## src/rtl/attr_map_pkg.sv

```systemverilog
package attr_map_pkg;
  localparam int ATTR_W  = 4;
  localparam int PAL_N   = 1 << ATTR_W;
  localparam int PAL_W   = 6;
  localparam int DAC_W   = 8;
  localparam int CFG_AW  = 5;
  localparam int CFG_DW  = 8;
  localparam int CSEL_W  = 4;
  localparam int PLANE_W = 6;

  localparam logic [CFG_AW-1:0] ADDR_MODE  = CFG_AW'(PAL_N);
  localparam logic [CFG_AW-1:0] ADDR_PLANE = CFG_AW'(PAL_N + 1);
  localparam logic [CFG_AW-1:0] ADDR_CSEL  = CFG_AW'(PAL_N + 2);
  localparam int                SPLIT_BIT  = 7;

  typedef enum logic [1:0] {
    DIAG_B2_B0 = 2'd0,
    DIAG_B5_B4 = 2'd1,
    DIAG_B3_B1 = 2'd2,
    DIAG_B7_B6 = 2'd3
  } diag_sel_e;

  // zero every attribute bit whose plane is disabled
  function automatic logic [ATTR_W-1:0] f_plane_gate(
    input logic [ATTR_W-1:0] attr,
    input logic [ATTR_W-1:0] mask
  );
    return attr & mask;
  endfunction

  // build the full index from a palette entry and colour select
  function automatic logic [DAC_W-1:0] f_compose(
    input logic [PAL_W-1:0]  entry,
    input logic              split,
    input logic [CSEL_W-1:0] csel
  );
    logic [DAC_W-1:0] r;
    r[3:0] = entry[3:0];
    r[5:4] = split ? csel[1:0] : entry[5:4];
    r[7:6] = csel[3:2];
    return r;
  endfunction

  // diagnostic pair taken from the outgoing index
  function automatic logic [1:0] f_diag_pick(
    input logic [DAC_W-1:0] idx,
    input diag_sel_e        sel
  );
    logic [1:0] r;
    unique case (sel)
      DIAG_B2_B0: r = {idx[2], idx[0]};
      DIAG_B5_B4: r = {idx[5], idx[4]};
      DIAG_B3_B1: r = {idx[3], idx[1]};
      default:    r = {idx[7], idx[6]};
    endcase
    return r;
  endfunction
endpackage

```

## src/rtl/attr_cfg_regs.sv

```systemverilog
module attr_cfg_regs
  import attr_map_pkg::*;
#(
  parameter int P_PAL_N  = PAL_N,
  parameter int P_PAL_W  = PAL_W,
  parameter int P_CFG_AW = CFG_AW,
  parameter int P_CFG_DW = CFG_DW
) (
  input  logic                            clk,
  input  logic                            rst_n,
  input  logic                            cfg_we,
  input  logic [P_CFG_AW-1:0]             cfg_addr,
  input  logic [P_CFG_DW-1:0]             cfg_wdata,
  output logic [P_PAL_N-1:0][P_PAL_W-1:0] pal_tbl,
  output logic                            pal_split,
  output logic [PLANE_W-1:0]              plane_en,
  output logic [CSEL_W-1:0]               csel
);
  localparam int IDX_W = $clog2(P_PAL_N);

  // named decode events
  logic hit_pal, hit_mode, hit_plane, hit_csel, hit_none;
  assign hit_pal   = cfg_we && (cfg_addr < P_CFG_AW'(P_PAL_N));
  assign hit_mode  = cfg_we && (cfg_addr == ADDR_MODE);
  assign hit_plane = cfg_we && (cfg_addr == ADDR_PLANE);
  assign hit_csel  = cfg_we && (cfg_addr == ADDR_CSEL);
  assign hit_none  = cfg_we && !hit_pal && !hit_mode && !hit_plane && !hit_csel;

  logic unused_wdata_bit;
  assign unused_wdata_bit = cfg_wdata[6];

  genvar e;
  generate
    for (e = 0; e < P_PAL_N; e++) begin : g_entry
      always_ff @(posedge clk) begin
        if (!rst_n)
          pal_tbl[e] <= '0;
        else if (hit_pal && cfg_addr[IDX_W-1:0] == IDX_W'(e))
          pal_tbl[e] <= cfg_wdata[P_PAL_W-1:0];
      end
    end
  endgenerate

  always_ff @(posedge clk) begin
    if (!rst_n) begin
      pal_split <= 1'b0;
      plane_en  <= '0;
      csel      <= '0;
    end else begin
      if (hit_mode)  pal_split <= cfg_wdata[SPLIT_BIT];
      if (hit_plane) plane_en  <= cfg_wdata[PLANE_W-1:0];
      if (hit_csel)  csel      <= cfg_wdata[CSEL_W-1:0];
    end
  end

  AST_CTRL_UNTOUCHED: assert property (@(posedge clk) disable iff (!rst_n)
    hit_none |=> ($stable(pal_split) && $stable(plane_en) && $stable(csel))) else $error("ctrl changed");
  AST_PAL_UNTOUCHED: assert property (@(posedge clk) disable iff (!rst_n)
    hit_none |=> $stable(pal_tbl)) else $error("palette changed");
  AST_ONE_TARGET: assert property (@(posedge clk) disable iff (!rst_n)
    $countones({hit_pal, hit_mode, hit_plane, hit_csel, hit_none}) <= 1) else $error("decode overlap");
endmodule

```

## src/rtl/attr_pal_lookup.sv

```systemverilog
module attr_pal_lookup
  import attr_map_pkg::*;
#(
  parameter int P_ATTR_W = ATTR_W,
  parameter int P_PAL_N  = PAL_N,
  parameter int P_PAL_W  = PAL_W,
  parameter int P_DAC_W  = DAC_W
) (
  input  logic [P_ATTR_W-1:0]             attr_raw,
  input  logic [P_ATTR_W-1:0]             plane_mask,
  input  logic [P_PAL_N-1:0][P_PAL_W-1:0] pal_tbl,
  input  logic                            pal_split,
  input  logic [CSEL_W-1:0]               csel,
  output logic [P_ATTR_W-1:0]             attr_gated,
  output logic [P_PAL_W-1:0]              pal_entry,
  output logic [P_DAC_W-1:0]              pal_idx
);
  assign attr_gated = f_plane_gate(attr_raw, plane_mask);
  assign pal_entry  = pal_tbl[attr_gated];
  assign pal_idx    = f_compose(pal_entry, pal_split, csel);

  always_comb begin
    AST_GATE_SUBSET: assert ((attr_gated & ~attr_raw) == '0) else $error("gate set a bit");
  end
endmodule

```

## src/rtl/attr_diag_mux.sv

```systemverilog
module attr_diag_mux
  import attr_map_pkg::*;
#(
  parameter int P_DAC_W = DAC_W
) (
  input  logic [P_DAC_W-1:0] idx,
  input  logic [1:0]         sel,
  output logic [1:0]         pair
);
  assign pair = f_diag_pick(idx, diag_sel_e'(sel));
endmodule

```

## src/rtl/attr_dac_mapper.sv

```systemverilog
module attr_dac_mapper
  import attr_map_pkg::*;
#(
  parameter int P_ATTR_W = ATTR_W,
  parameter int P_PAL_N  = PAL_N,
  parameter int P_PAL_W  = PAL_W,
  parameter int P_DAC_W  = DAC_W,
  parameter int P_CFG_AW = CFG_AW,
  parameter int P_CFG_DW = CFG_DW
) (
  input  logic                clk,
  input  logic                rst_n,
  input  logic                cfg_we,
  input  logic [P_CFG_AW-1:0] cfg_addr,
  input  logic [P_CFG_DW-1:0] cfg_wdata,
  input  logic                pix_valid,
  input  logic [P_DAC_W-1:0]  pix_data,
  input  logic                bypass,
  output logic                out_valid,
  output logic [P_DAC_W-1:0]  dac_idx,
  output logic [1:0]          diag_bits
);
  logic [P_PAL_N-1:0][P_PAL_W-1:0] pal_tbl;
  logic                            pal_split;
  logic [PLANE_W-1:0]              plane_en;
  logic [CSEL_W-1:0]               csel;

  attr_cfg_regs #(
    .P_PAL_N(P_PAL_N), .P_PAL_W(P_PAL_W), .P_CFG_AW(P_CFG_AW), .P_CFG_DW(P_CFG_DW)
  ) u_cfg (
    .clk(clk), .rst_n(rst_n), .cfg_we(cfg_we), .cfg_addr(cfg_addr),
    .cfg_wdata(cfg_wdata), .pal_tbl(pal_tbl), .pal_split(pal_split),
    .plane_en(plane_en), .csel(csel)
  );

  logic [P_ATTR_W-1:0] attr_gated;
  logic [P_PAL_W-1:0]  pal_entry;
  logic [P_DAC_W-1:0]  pal_idx;

  attr_pal_lookup #(
    .P_ATTR_W(P_ATTR_W), .P_PAL_N(P_PAL_N), .P_PAL_W(P_PAL_W), .P_DAC_W(P_DAC_W)
  ) u_lut (
    .attr_raw(pix_data[P_ATTR_W-1:0]), .plane_mask(plane_en[P_ATTR_W-1:0]),
    .pal_tbl(pal_tbl), .pal_split(pal_split), .csel(csel),
    .attr_gated(attr_gated), .pal_entry(pal_entry), .pal_idx(pal_idx)
  );

  // path select: wide pixels skip the palette entirely
  logic [P_DAC_W-1:0] next_idx;
  assign next_idx = bypass ? pix_data : pal_idx;

  logic [1:0] next_diag;
  attr_diag_mux #(.P_DAC_W(P_DAC_W)) u_diag (
    .idx(next_idx), .sel(plane_en[5:4]), .pair(next_diag)
  );

  logic accept;
  assign accept = pix_valid;

  always_ff @(posedge clk) begin
    if (!rst_n) begin
      out_valid <= 1'b0;
      dac_idx   <= '0;
      diag_bits <= '0;
    end else begin
      out_valid <= accept;
      if (accept) begin
        dac_idx   <= next_idx;
        diag_bits <= next_diag;
      end
    end
  end

  AST_VALID_FOLLOWS: assert property (@(posedge clk) disable iff (!rst_n)
    accept |=> out_valid) else $error("valid lost");
  AST_IDLE_HOLDS: assert property (@(posedge clk) disable iff (!rst_n)
    !accept |=> (!out_valid && $stable(dac_idx) && $stable(diag_bits))) else $error("idle changed output");
  AST_BYPASS_PASS: assert property (@(posedge clk) disable iff (!rst_n)
    (accept && bypass) |=> dac_idx == $past(pix_data)) else $error("bypass altered pixel");
  AST_TOP_FROM_CSEL: assert property (@(posedge clk) disable iff (!rst_n)
    (accept && !bypass) |=> dac_idx[7:6] == $past(csel[3:2])) else $error("top bits wrong");
  AST_MASKED_ZERO: assert property (@(posedge clk) disable iff (!rst_n)
    (accept && !bypass && plane_en[3:0] == 4'h0 && !pal_split)
      |=> dac_idx[5:0] == $past(pal_tbl[0])) else $error("mask leak");
endmodule

```

## config.mk

```make
export PLATFORM = sky130hd
export DESIGN_NAME = attr_dac_mapper
export DESIGN_NICKNAME = d
export VERILOG_FILES = /design/src/rtl/attr_map_pkg.sv /design/src/rtl/attr_cfg_regs.sv /design/src/rtl/attr_pal_lookup.sv /design/src/rtl/attr_diag_mux.sv /design/src/rtl/attr_dac_mapper.sv
export SDC_FILE = /design/constraint.sdc
export NUM_CORES = 1
export LEC_CHECK = 0
export BUFFER_PORTS_ARGS = -buffer_cell sky130_fd_sc_hd__buf_4
export CAP_MARGIN = 20
export CORE_MARGIN = 4
export CORE_UTILIZATION = 40
export DETAILED_ROUTE_END_ITERATION = 12
export PLACE_DENSITY_LB_ADDON = 0.3
export SYNTH_ARGS = -nofsm -noshare
export SYNTH_HDL_FRONTEND = slang
export SYNTH_HIERARCHICAL = 1
export SYNTH_SLANG_ARGS = --single-unit
```

## constraint.sdc

```tcl
create_clock -name clk -period 3.7 [get_ports clk]
set_clock_uncertainty 0.2 [all_clocks]
set_input_delay 0 -clock clk [delete_from_list [all_inputs] [get_ports clk]]
set_output_delay 0 -clock clk [all_outputs]
set_load 0.02 [all_outputs]
```

==> results of run 1 <==
-- stage by stage --
step | hold slack, ns | utilization, % | area, um^2
after detailed placement | 0.0638 | 43.2 | 5740
final | 0.0308 | 50.0 | 6640
after CTS | 0.0190 | 50.0 | 6640
after global placement | 0.0586 | 43.2 | 5740
after global routing | 0.0296 | 50.0 | 6640
after floorplan | -0.0484 | - | 5440
-- layout make-up --
class / count / area share [%]
Inverter: 3 / 0.169
Clock buffer: 24 / 7.10
Clock inverter: 8 / 2.56
Timing Repair Buffer: 64 / 8.40
Tap cell: 176 / 3.31
Sequential cell: 118 / 35.6
Multi-Input combinational cell: 330 / 42.9
-- worst max path at each step --
stage | startpoint | endpoint | cells after the start
after global placement | u_cfg/plane_en[0] | diag_bits[0] | 9
after floorplan | u_cfg/plane_en[0] | diag_bits[0] | 10
after global routing | u_cfg/plane_en[1] | diag_bits[1] | 8
after CTS | u_cfg/plane_en[0] | dac_idx[1] | 8
after detailed placement | u_cfg/plane_en[0] | diag_bits[0] | 9
final | u_cfg/plane_en[0] | dac_idx[1] | 8
-- flip-flops by register name (all words and copies together), names as in the netlist --
signal,count
dac_idx,8
u_cfg/plane_en,6
u_cfg/pal_tbl,96
diag_bits,2
out_valid,1
u_cfg/csel,4
u_cfg/pal_split,1
-- power by group through the flow --
stage | Sequential (uW) | Combinational, uW | Clock (uW)
2_1_floorplan | 1330 | 89.4 | 0
3_3_place_gp | 1320 | 153 | 0
3_5_place_dp | 1320 | 157 | 0
4_1_cts | 1290 | 176 | 1810
5_1_grt | 1300 | 188 | 1870
6_report | 1300 | 176 | 1780
-- what timing repair did --
item                      CTS  global route
hold buffers               26             0
hold endpoints to repair   38             0
gates resized for setup     0             0
-- cell usage in the layout (no fill, tap or decap), drive strengths merged --
cell type,count
bufinv,5
o21ai,8
mux2,8
a221oi,2
nand4b,1
o22ai,2
mux4,26
dfxtp,118
or3,1
clkinvlp,2
nor2b,7
nor2,5
nor3b,1
and2,1
buf,38
mux2i,122
a21oi,1
clkbuf,24
clkinv,1
nand3,1
and4bb,3
inv,3
dlygate4sd3,26
a41o,1
nand2,130
o21ba,8
and3,1
nor4b,1
-- routing by layer --
| metal | vias up | track usage (%) | part of all wire, % |
|---|---|---|---|
| li1 | 1819 | - | - |
| met1 | 1808 | 20.8 | 46 |
| met2 | 81 | 27.1 | 48 |
| met3 | 17 | 4.29 | 4.1 |
| met4 | 0 | 6.77 | 2.3 |
| met5 | - | 0 | 0 |
-- tightest hold or removal path: stages --
cell,delay (ns)
buf_4,0.14
and3_1,0.28
mux2i_1,0.16
==> key figures, run 1 <==
Worst setup path
  – Crit path launch type: flop
  – CP max FO: 22
  – Cell mode on critical path: mux2i_1
  – FF-to-FF End: dac_idx[1]
  – Crit path cell chain: nand2_2, buf_12, mux4_1, mux2i_1, mux2i_1, mux2_4, dlygate4sd3_1, o21ba_1
  – Crit Path Class: flop to flop
  – Register-to-Register Setup Slack: 0.70 ns
  – CP max-delay cell: mux4_1
  – Reg2reg start: u_cfg/plane_en[0]
  – CP Capture Type: flop
  – Worst Path Arrival: 3.10 ns
  – Worst Path Required: 3.80 ns
  – Delay-heaviest family, CP: multiplexers
  – Reg2Reg Depth: 8
  – CP bufs+invs: 2
  – Crit-path max cell delay: 0.62 ns

Min path
  – Hold path cells: 3
  – Worst hold-check path type: input port to flop
  – Worst hold start: cfg_addr[1]
  – Hold EP: u_cfg/pal_tbl[66]

Placement
  – Dpl ws: 0.736 ns
  – DP HPWL: 8140 um
  – Routability congestion estimate: 0.791
  – PortBufs: 35
  – Placed insts: 665

Pwr
  – Pwr Total: 3250 uW
  – Leak pwr: 0.00319 uW
  – Maximum vdd drop: 0.000293 V
  – Int Pwr: 2600 uW
  – Seq pwr share: 39.8%
  – Power density cells: 489 nW/um^2
  – Gate power share: 5.4%
  – Switching share of power: 20.1%
  – Clk network pwr share: 54.8%
  – Psw: 655 uW

Route
  – Routed length per instance: 17.5 um
  – Vias: 3725
  – Final wirelength: 12700 um
  – TritonRoute pass-1 iters: 4
  – DR vias/cell: 5.15
  – DRT iter0 DRCs: 296
  – Drt drc: 0
  – Antenna Nets Post-Route: 0

Outcome
  – Status: finished, final reports clean

Floorplan
  – Area of the core: 13300 um^2
  – I/O Pins: 37
  – Die height: 125 um
  – Die width: 125 um
  – Initial Utilization: 40.9%
  – Die ar.: 15500 um^2
  – Placement row count: 42

Global routing
  – Number of global-route vias before repair: 3783
  – First-pass GRT wire length: 20300 um
  – Tot GR Track Use: 16.6%
  – Initial antenna violation count: 0
  – Largest net degree at the start of global routing: 96
  – Grt ovf: 0

STA
  – Max transition margin: 37.3%
  – RSZ-0062 raised after global routing: no
  – Post-layout min period: 3.00 ns
  – Period Utilization, post-route: 81.0%
  – Max-slew violations: 0
  – Slew @ Worst Pin: 0.941 ns
  – Max frequency: 334 MHz
  – Fin. Hold Viols: 0
  – Setup TNS: 0 ns
  – Worst setup margin: 0.704 ns
  – Endpoints failing setup: 0

CTS
  – Deepest clock path buffer count: 2
  – H-tree level count: 4
  – Clock Latency Late Sink: 0.41 ns
  – CTS root buf: clkbuf_16
  – Clock sinks: 118
  – CTS clk-pin slew, worst paths: 0.05 ns
  – CTS tree: yes
  – Setup Buffers After CTS: 0
  – CTS Buf Count: 17

Synthesis
  – Syn nets: 516
  – Synth Warn #: 6
  – Synthesized instance count: 490
  – Synth Area per Inst: 11.1 um^2
  – Cell Area, Synth: 5440 um^2

Layout
  – Fin cells: 723
  – Seq. cell area: 2360 um^2
  – FILL cells: 1142
  – Area occupied by multi-input gates: 2850 um^2
  – Layout net count: 560
  – Share of cells above drive strength 1: 15.9%
  – Antenna diode count: 0
  – Area delta synth->final: 22.2%

Run
  – Max cap viols: 0
Power figures use the tool's default switching activity.
==> run 2: changes to the inputs <==
ABC_AREA = 1   (was default)
clock period = 2.6 ns   (was 3.7 ns; I/O delays follow)
==> key figures, run 2 <==
Synthesis
  – Ys flop type: dfxtp_1
  – Synth Warn #: 6 (unchanged)
  – Yosys top cell area share: 35.6%
  – Most numerous cell in the Yosys netlist: nand2_1
  – Synthesized instance count: 1096 (+120%)
  – Cell Area, Synth: 6640 um^2 (+22%)
  – Sequential area share after synthesis: 35.6%
  – Syn nets: 1122 (+120%)
  – Post-synth top cells: nand2_1, inv_1, nor2_1
  – Share of flip-flops with an asynchronous set or reset: 0%
  – Synth area leaders: dfxtp_1, nand2_1, nand3_1
  – Post-synth top area cell: dfxtp_1
  – Number of synthesized flops with an enable pin: 0
  – Register bit total from synthesis: 118
  – Synth Area per Inst: 6.05 um^2 (-45%)
  – Unique masters post-synth: 24

CTS
  – H-tree level count: 4 (unchanged)
  – CTS clk-pin slew, worst paths: 0.05 ns (about the same)
  – CTS root buf: clkbuf_16
  – Clock sinks: 118 (unchanged)
  – CTS Buf Count: 17 (unchanged)
  – Setup Buffers After CTS: 0 (unchanged)
  – Deepest clock path buffer count: 2 (unchanged)
  – CTS tree: yes
  – Clock Latency Late Sink: 0.41 ns (about the same)

Worst setup path
  – CP max FO: 24 (+9.1%)
  – Crit path launch type: flop
  – Worst Path Required: 2.71 ns (-1.09 ns)
  – Crit Path Class: flop to flop
  – CP Capture Type: flop
  – Register-to-Register Setup Slack: 0.13 ns (-0.58 ns)
  – Worst Path Arrival: 2.59 ns (-0.51 ns)
  – FF-to-FF End: dac_idx[4]
  – Reg2Reg Depth: 13 (+5)
  – Reg2reg start: u_cfg/plane_en[1]

Floorplan
  – Initial Utilization: 41.3% (+0.43 points)
  – Die width: 137 um (+9.8%)
  – Area of the core: 16100 um^2 (+21%)
  – Die height: 137 um (+9.8%)
  – Placement row count: 46 (+9.5%)
  – Die ar.: 18700 um^2 (+21%)
  – I/O Pins: 37 (unchanged)

Layout
  – Layout net count: 1166 (+110%)
  – Antenna diode count: 0 (unchanged)
  – Most common cell after layout, fill and taps aside: nand2_1
  – Fin cells: 1367 (+89%)
  – Share of cells above drive strength 1: 9.73% (-6.2 points)
  – Biggest regs: u_cfg/pal_tbl: 96 flops, dac_idx: 8 flops, u_cfg/plane_en: 6 flops
  – Largest register FFs: 96 (unchanged)
  – Area delta synth->final: 19.0%
  – Most frequent cells in the layout: nand2_1, inv_1, nor2_1, nand3_1, dfxtp_1
  – Largest Register: u_cfg/pal_tbl

STA
  – Max frequency: 404 MHz (+21%)
  – Max transition margin: 46.6% (+9.3 points)
  – RSZ-0062 raised after global routing: no
  – Setup TNS: 0 ns (unchanged)
  – Endpoints failing setup: 0 (unchanged)
  – Fin. Hold Viols: 0 (unchanged)
  – Period Utilization, post-route: 95.1% (+14 points)
  – Post-layout min period: 2.47 ns (-0.523 ns)
  – Max-slew violations: 0 (unchanged)
  – Slew @ Worst Pin: 0.798 ns (-0.142 ns)

Min path
  – Worst hold start: cfg_addr[0]
  – Hold EP: u_cfg/pal_tbl[52]
  – Worst hold-check path type: input port to flop
  – Hold path cells: 6 (+3)

Pwr
  – Leak pwr: 0.00380 uW (+19%)
  – Maximum vdd drop: 0.000486 V (+66%)
  – Power density cells: 567 nW/um^2 (+16%)

Global routing
  – GR Layer Usage met2: 33.8% (+6.7 points)
  – Initial antenna violation count: 0 (unchanged)
  – Tot GR Track Use: 21.2% (+4.7 points)
  – Number of global-route vias before repair: 6013 (+59%)
  – Grt ovf: 0 (unchanged)
  – First-pass GRT wire length: 31100 um (+53%)
  – GRT busiest layer: met2
  – M1 GR Usage: 28.6% (+7.8 points)
  – GR Layer Usage met3: 3.90% (-0.39 points)
  – Largest net degree at the start of global routing: 61 (-36%)

Route
  – Final wirelength: 19300 um (+52%)
  – Drt drc: 0 (unchanged)
  – DR vias/cell: 4.76 (-7.5%)
  – TritonRoute pass-1 iters: 7 (+3)
  – Vias: 6513 (+75%)
  – Antenna Nets Post-Route: 0 (unchanged)
  – DRT iter0 DRCs: 648 (+120%)
  – Routed length per instance: 14.1 um (-20%)

Placement
  – Placed insts: 1299 (+95%)
  – DP HPWL: 12500 um (+53%)
  – Routability congestion estimate: 0.904 (+14%)
  – PortBufs: 35 (unchanged)

Outcome
  – Status: finished, final reports clean

Run
  – Max cap viols: 0 (unchanged)
==> run 2: cell types whose count changed in the layout (fill, tap and decap cells not counted), moves of 21 or more <==
cell,previous run,this run
inv_1,3,207
nor2_1,4,189
nand3_1,1,157
nand2_1,127,267
mux2i_1,122,0
o211ai_1,0,23
mux4_1,21,0
==> run 2: report_power, final <==
group | internal [uW] | switching (uW)
Sequential | 1840 | 18.6
Clock | 1400 | 783
Combinational | 160 | 273
==> run 2: how the worst max path moves through the flow <==
stage                            startpoint      endpoint  slack (ns)  cells past startpoint
after floorplan           u_cfg/plane_en[0]  diag_bits[0]        0.67                     16
after global placement    u_cfg/plane_en[0]  diag_bits[0]        0.45                     16
after detailed placement  u_cfg/plane_en[0]  diag_bits[0]        0.43                     16
after CTS                 u_cfg/plane_en[0]    dac_idx[4]        0.07                     15
after global routing      u_cfg/plane_en[1]    dac_idx[4]        0.03                     13
final                     u_cfg/plane_en[1]    dac_idx[4]        0.13                     13
==> run 2: layout make-up <==
cell class,instances,area (um^2)
sequential,118,2360
clock inverter,4,45.0
tap,216,270
inverter,211,803
timing repair buffer,91,802
clock buffer,26,499
multi-input combinational,701,3110
fill,1630,8170
==> run 2: through the flow <==
stage               hold WS (ns)  power, uW  util [%]  setup slack, ns  area (um^2)
floorplan                 -0.102       2150         -            0.670         6640
global placement          0.0419       2280      43.3            0.446         6950
detailed placement        0.0479       2280      43.3            0.431         6950
CTS                      0.00259       4500      49.1           0.0736         7890
global route              0.0543       4640      49.2           0.0298         7890
finish                   0.00978       4480      49.2            0.127         7890
==> run 2: routing by layer <==
metal	vias up	wire length (um)
met4	0	504
met5	-	0
met3	41	1150
met1	2896	8760
li1	3383	-
met2	193	8850
==> run 2: worst max-delay path, stage by stage (launching register included) <==
cell	delay, ns
dfxtp_1	0.31
nand2_2	0.08
clkinv_2	0.29
nand3_1	0.23
nand3_1	0.12
nand3_1	0.11
nand2_1	0.06
nand2_1	0.06
nand2_1	0.06
nand2_2	0.08
nand3_1	0.09
dlygate4sd3_1	0.59
nand2_1	0.06
inv_1	0.03
==> run 2: what timing repair did <==
action	in CTS	in global routing
endpoints found under the setup margin	0	5
hold buffers	39	0
hold endpoints to repair	82	0
resized for setup	0	6
==> run 2: cell families after synthesis <==
group / share of synthesized area [%]
buffers and inverters: 17.6
AND/OR/NAND/NOR: 40.2
AO/OA/AOI/OAI: 6.56
flip-flops: 35.6
==> run 3: changes to the inputs <==
RECOVER_POWER = 100   (was default)
==> key figures, run 3 (same netlist as run 2, synthesis figures left out) <==
Route
  – Antenna Nets Post-Route: 0 (unchanged)
  – Met2 WL post-DR: 8770 um (-0.86%)
  – Routed met1 length: 8890 um (+1.4%)
  – Drt drc: 0 (unchanged)
  – Top Layer Used: met4
  – Vias: 6529 (+0.25%)
  – DR vias/cell: 4.78 (+0.25%)
  – DRT iter0 DRCs: 649 (+0.15%)
  – Routed length per instance: 14.1 um (about the same)
  – Final wirelength: 19300 um (about the same)
  – TritonRoute pass-1 iters: 6 (-1)
  – Metal3 WL: 1090 um (-5.2%)

Global routing
  – Number of global-route vias before repair: 6013 (unchanged)
  – Largest net degree at the start of global routing: 61 (unchanged)
  – Initial antenna violation count: 0 (unchanged)
  – Grt ovf: 0 (unchanged)
  – Tot GR Track Use: 21.2% (unchanged)
  – First-pass GRT wire length: 31100 um (unchanged)

STA
  – Setup TNS: 0 ns (unchanged)
  – Fin. Hold Viols: 0 (unchanged)
  – Max frequency: 404 MHz (about the same)
  – Post-layout min period: 2.47 ns (+0.00123 ns)
  – Endpoints failing setup: 0 (unchanged)
  – RSZ-0062 raised after global routing: no
  – Hold slack: 0.00887 ns (-0.000910 ns)
  – Slew @ Worst Pin: 1.15 ns (+0.354 ns)
  – Period Utilization, post-route: 95.2% (about the same)
  – Max transition margin: 23.2% (-23 points)
  – Max-slew violations: 0 (unchanged)

Worst setup path
  – Crit path launch type: input port
  – Critical path launch point: pix_data[0]
  – FF-to-FF End: dac_idx[4]
  – Crit Path Class: input port to flop
  – Reg2Reg Depth: 13 (unchanged)
  – Reg2reg start: u_cfg/plane_en[1]
  – Crit-path max cell delay: 0.59 ns (about the same)
  – CP max-delay cell: dlygate4sd3_1
  – Crit path cell chain: dlygate4sd3_1, buf_4, nand2_8, buf_4, nand2_1, nand3_1, nand3_1, nand3_1, nand2_1, nand2_1, nand2_1, nand2_2, nand3_1, dlygate4sd3_1, nand2_1, inv_1
  – Register-to-Register Setup Slack: 0.13 ns (about the same)
  – Worst Path Required: 2.71 ns (about the same)
  – Worst setup endpoint: dac_idx[4]
  – CP Capture Type: flop
  – Worst Path Arrival: 2.59 ns (about the same)
  – Cell mode on critical path: nand2_1
  – CP max FO: 30 (+25%)

Layout
  – Design area: 7820 um^2 (-0.89%)
  – Biggest regs: u_cfg/pal_tbl: 96 flops, dac_idx: 8 flops, u_cfg/plane_en: 6 flops
  – Area delta synth->final: 17.9%
  – Largest register FFs: 96 (unchanged)
  – Most frequent cells in the layout: nand2_1, inv_1, nor2_1, nand3_1, dfxtp_1
  – Share of cells above drive strength 1: 8.17% (-1.6 points)
  – Most common cell after layout, fill and taps aside: nand2_1
  – Antenna diode count: 0 (unchanged)
  – Fin cells: 1367 (unchanged)
  – FILL cells: 1647 (+1.0%)
  – Layout net count: 1166 (unchanged)
  – Largest Register: u_cfg/pal_tbl

Placement
  – Placed Area: 6950 um^2 (unchanged)
  – DP HPWL: 12500 um (unchanged)
  – PortBufs: 35 (unchanged)
  – Placed insts: 1299 (unchanged)
  – Routability congestion estimate: 0.904 (unchanged)

Outcome
  – Status: finished, final reports clean

CTS
  – Deepest clock path buffer count: 2 (unchanged)
  – Setup Buffers After CTS: 0 (unchanged)
  – CTS clk-pin slew, worst paths: 0.05 ns (about the same)
  – H-tree level count: 4 (unchanged)
  – CTS tree: yes
  – Clock Latency Late Sink: 0.41 ns (about the same)
  – Clock sinks: 118 (unchanged)
  – CTS root buf: clkbuf_16
  – CTS Buf Count: 17 (unchanged)

Floorplan
  – Area of the core: 16100 um^2 (unchanged)
  – Die width: 137 um (unchanged)
  – Placement row count: 46 (unchanged)
  – Initial Utilization: 41.3% (unchanged)
  – Die height: 137 um (unchanged)
  – Die ar.: 18700 um^2 (unchanged)
  – I/O Pins: 37 (unchanged)

Pwr
  – Leak pwr: 0.00374 uW (-1.4%)
  – Power density cells: 570 nW/um^2 (+0.47%)
  – Maximum vdd drop: 0.000484 V (-0.54%)

Min path
  – Worst hold-check path type: input port to flop

Run
  – Max cap viols: 0 (unchanged)
==> run 3: worst min path at each step <==
stage	start	endpoint	slack, ns	cells past startpoint
4_1_cts	cfg_addr[0]	u_cfg/pal_tbl[27]	0.003	6
3_3_place_gp	cfg_wdata[7]	u_cfg/pal_split	0.04	3
5_1_grt	cfg_addr[0]	u_cfg/pal_tbl[50]	0.05	6
2_1_floorplan	rst_n	out_valid	-0.10	2
6_report	cfg_addr[0]	u_cfg/pal_tbl[27]	0.009	6
3_5_place_dp	cfg_wdata[7]	u_cfg/pal_split	0.05	3
==> run 3: routing by layer <==
layer / global-route usage (%) / vias to the layer above
met2: 33.8 / 206
met3: 3.90 / 42
li1: - / 3386
met4: 8.15 / 0
met1: 28.6 / 2895
met5: 0 / -
==> run 3: worst max-delay path: cells and delay by family <==
family | cells | cell delay, ns
AND/OR/NAND/NOR | 11 | 0.92
buffers and inverters | 5 | 1.63
==> run 3: area by class of cell <==
cell class | count | area [um^2] | share of cell area (%)
Multi-Input combinational cell | 701 | 3100 | 39.6
Sequential cell | 118 | 2360 | 30.2
Inverter | 211 | 803 | 10.3
Timing Repair Buffer | 91 | 744 | 9.52
Clock buffer | 26 | 499 | 6.38
Tap cell | 216 | 270 | 3.45
Clock inverter | 4 | 45.0 | 0.576
==> run 3: where the power goes <==
part | leakage (uW) | switching, uW | internal (uW)
Clock | 0.000270 | 776 | 1400
Sequential | 0.000955 | 18.3 | 1840
Combinational | 0.00252 | 272 | 148
==> run 3: repair_timing <==
item,4_1_cts,5_1_grt
resized for setup,0,6
hold buffers,39,0
endpoints found under the setup margin,0,5
hold endpoints to repair,82,0
==> run 3: per-stage QoR <==
| step | power (uW) | utilization, % | worst slack (ns) |
|---|---|---|---|
| 6_report | 4460 | 48.7 | 0.125 |
| 5_1_grt | 4630 | 48.7 | 0.0280 |
| 4_1_cts | 4500 | 49.1 | 0.0736 |
| 3_5_place_dp | 2280 | 43.3 | 0.431 |
| 3_3_place_gp | 2280 | 43.3 | 0.446 |
| 2_1_floorplan | 2150 | - | 0.670 |
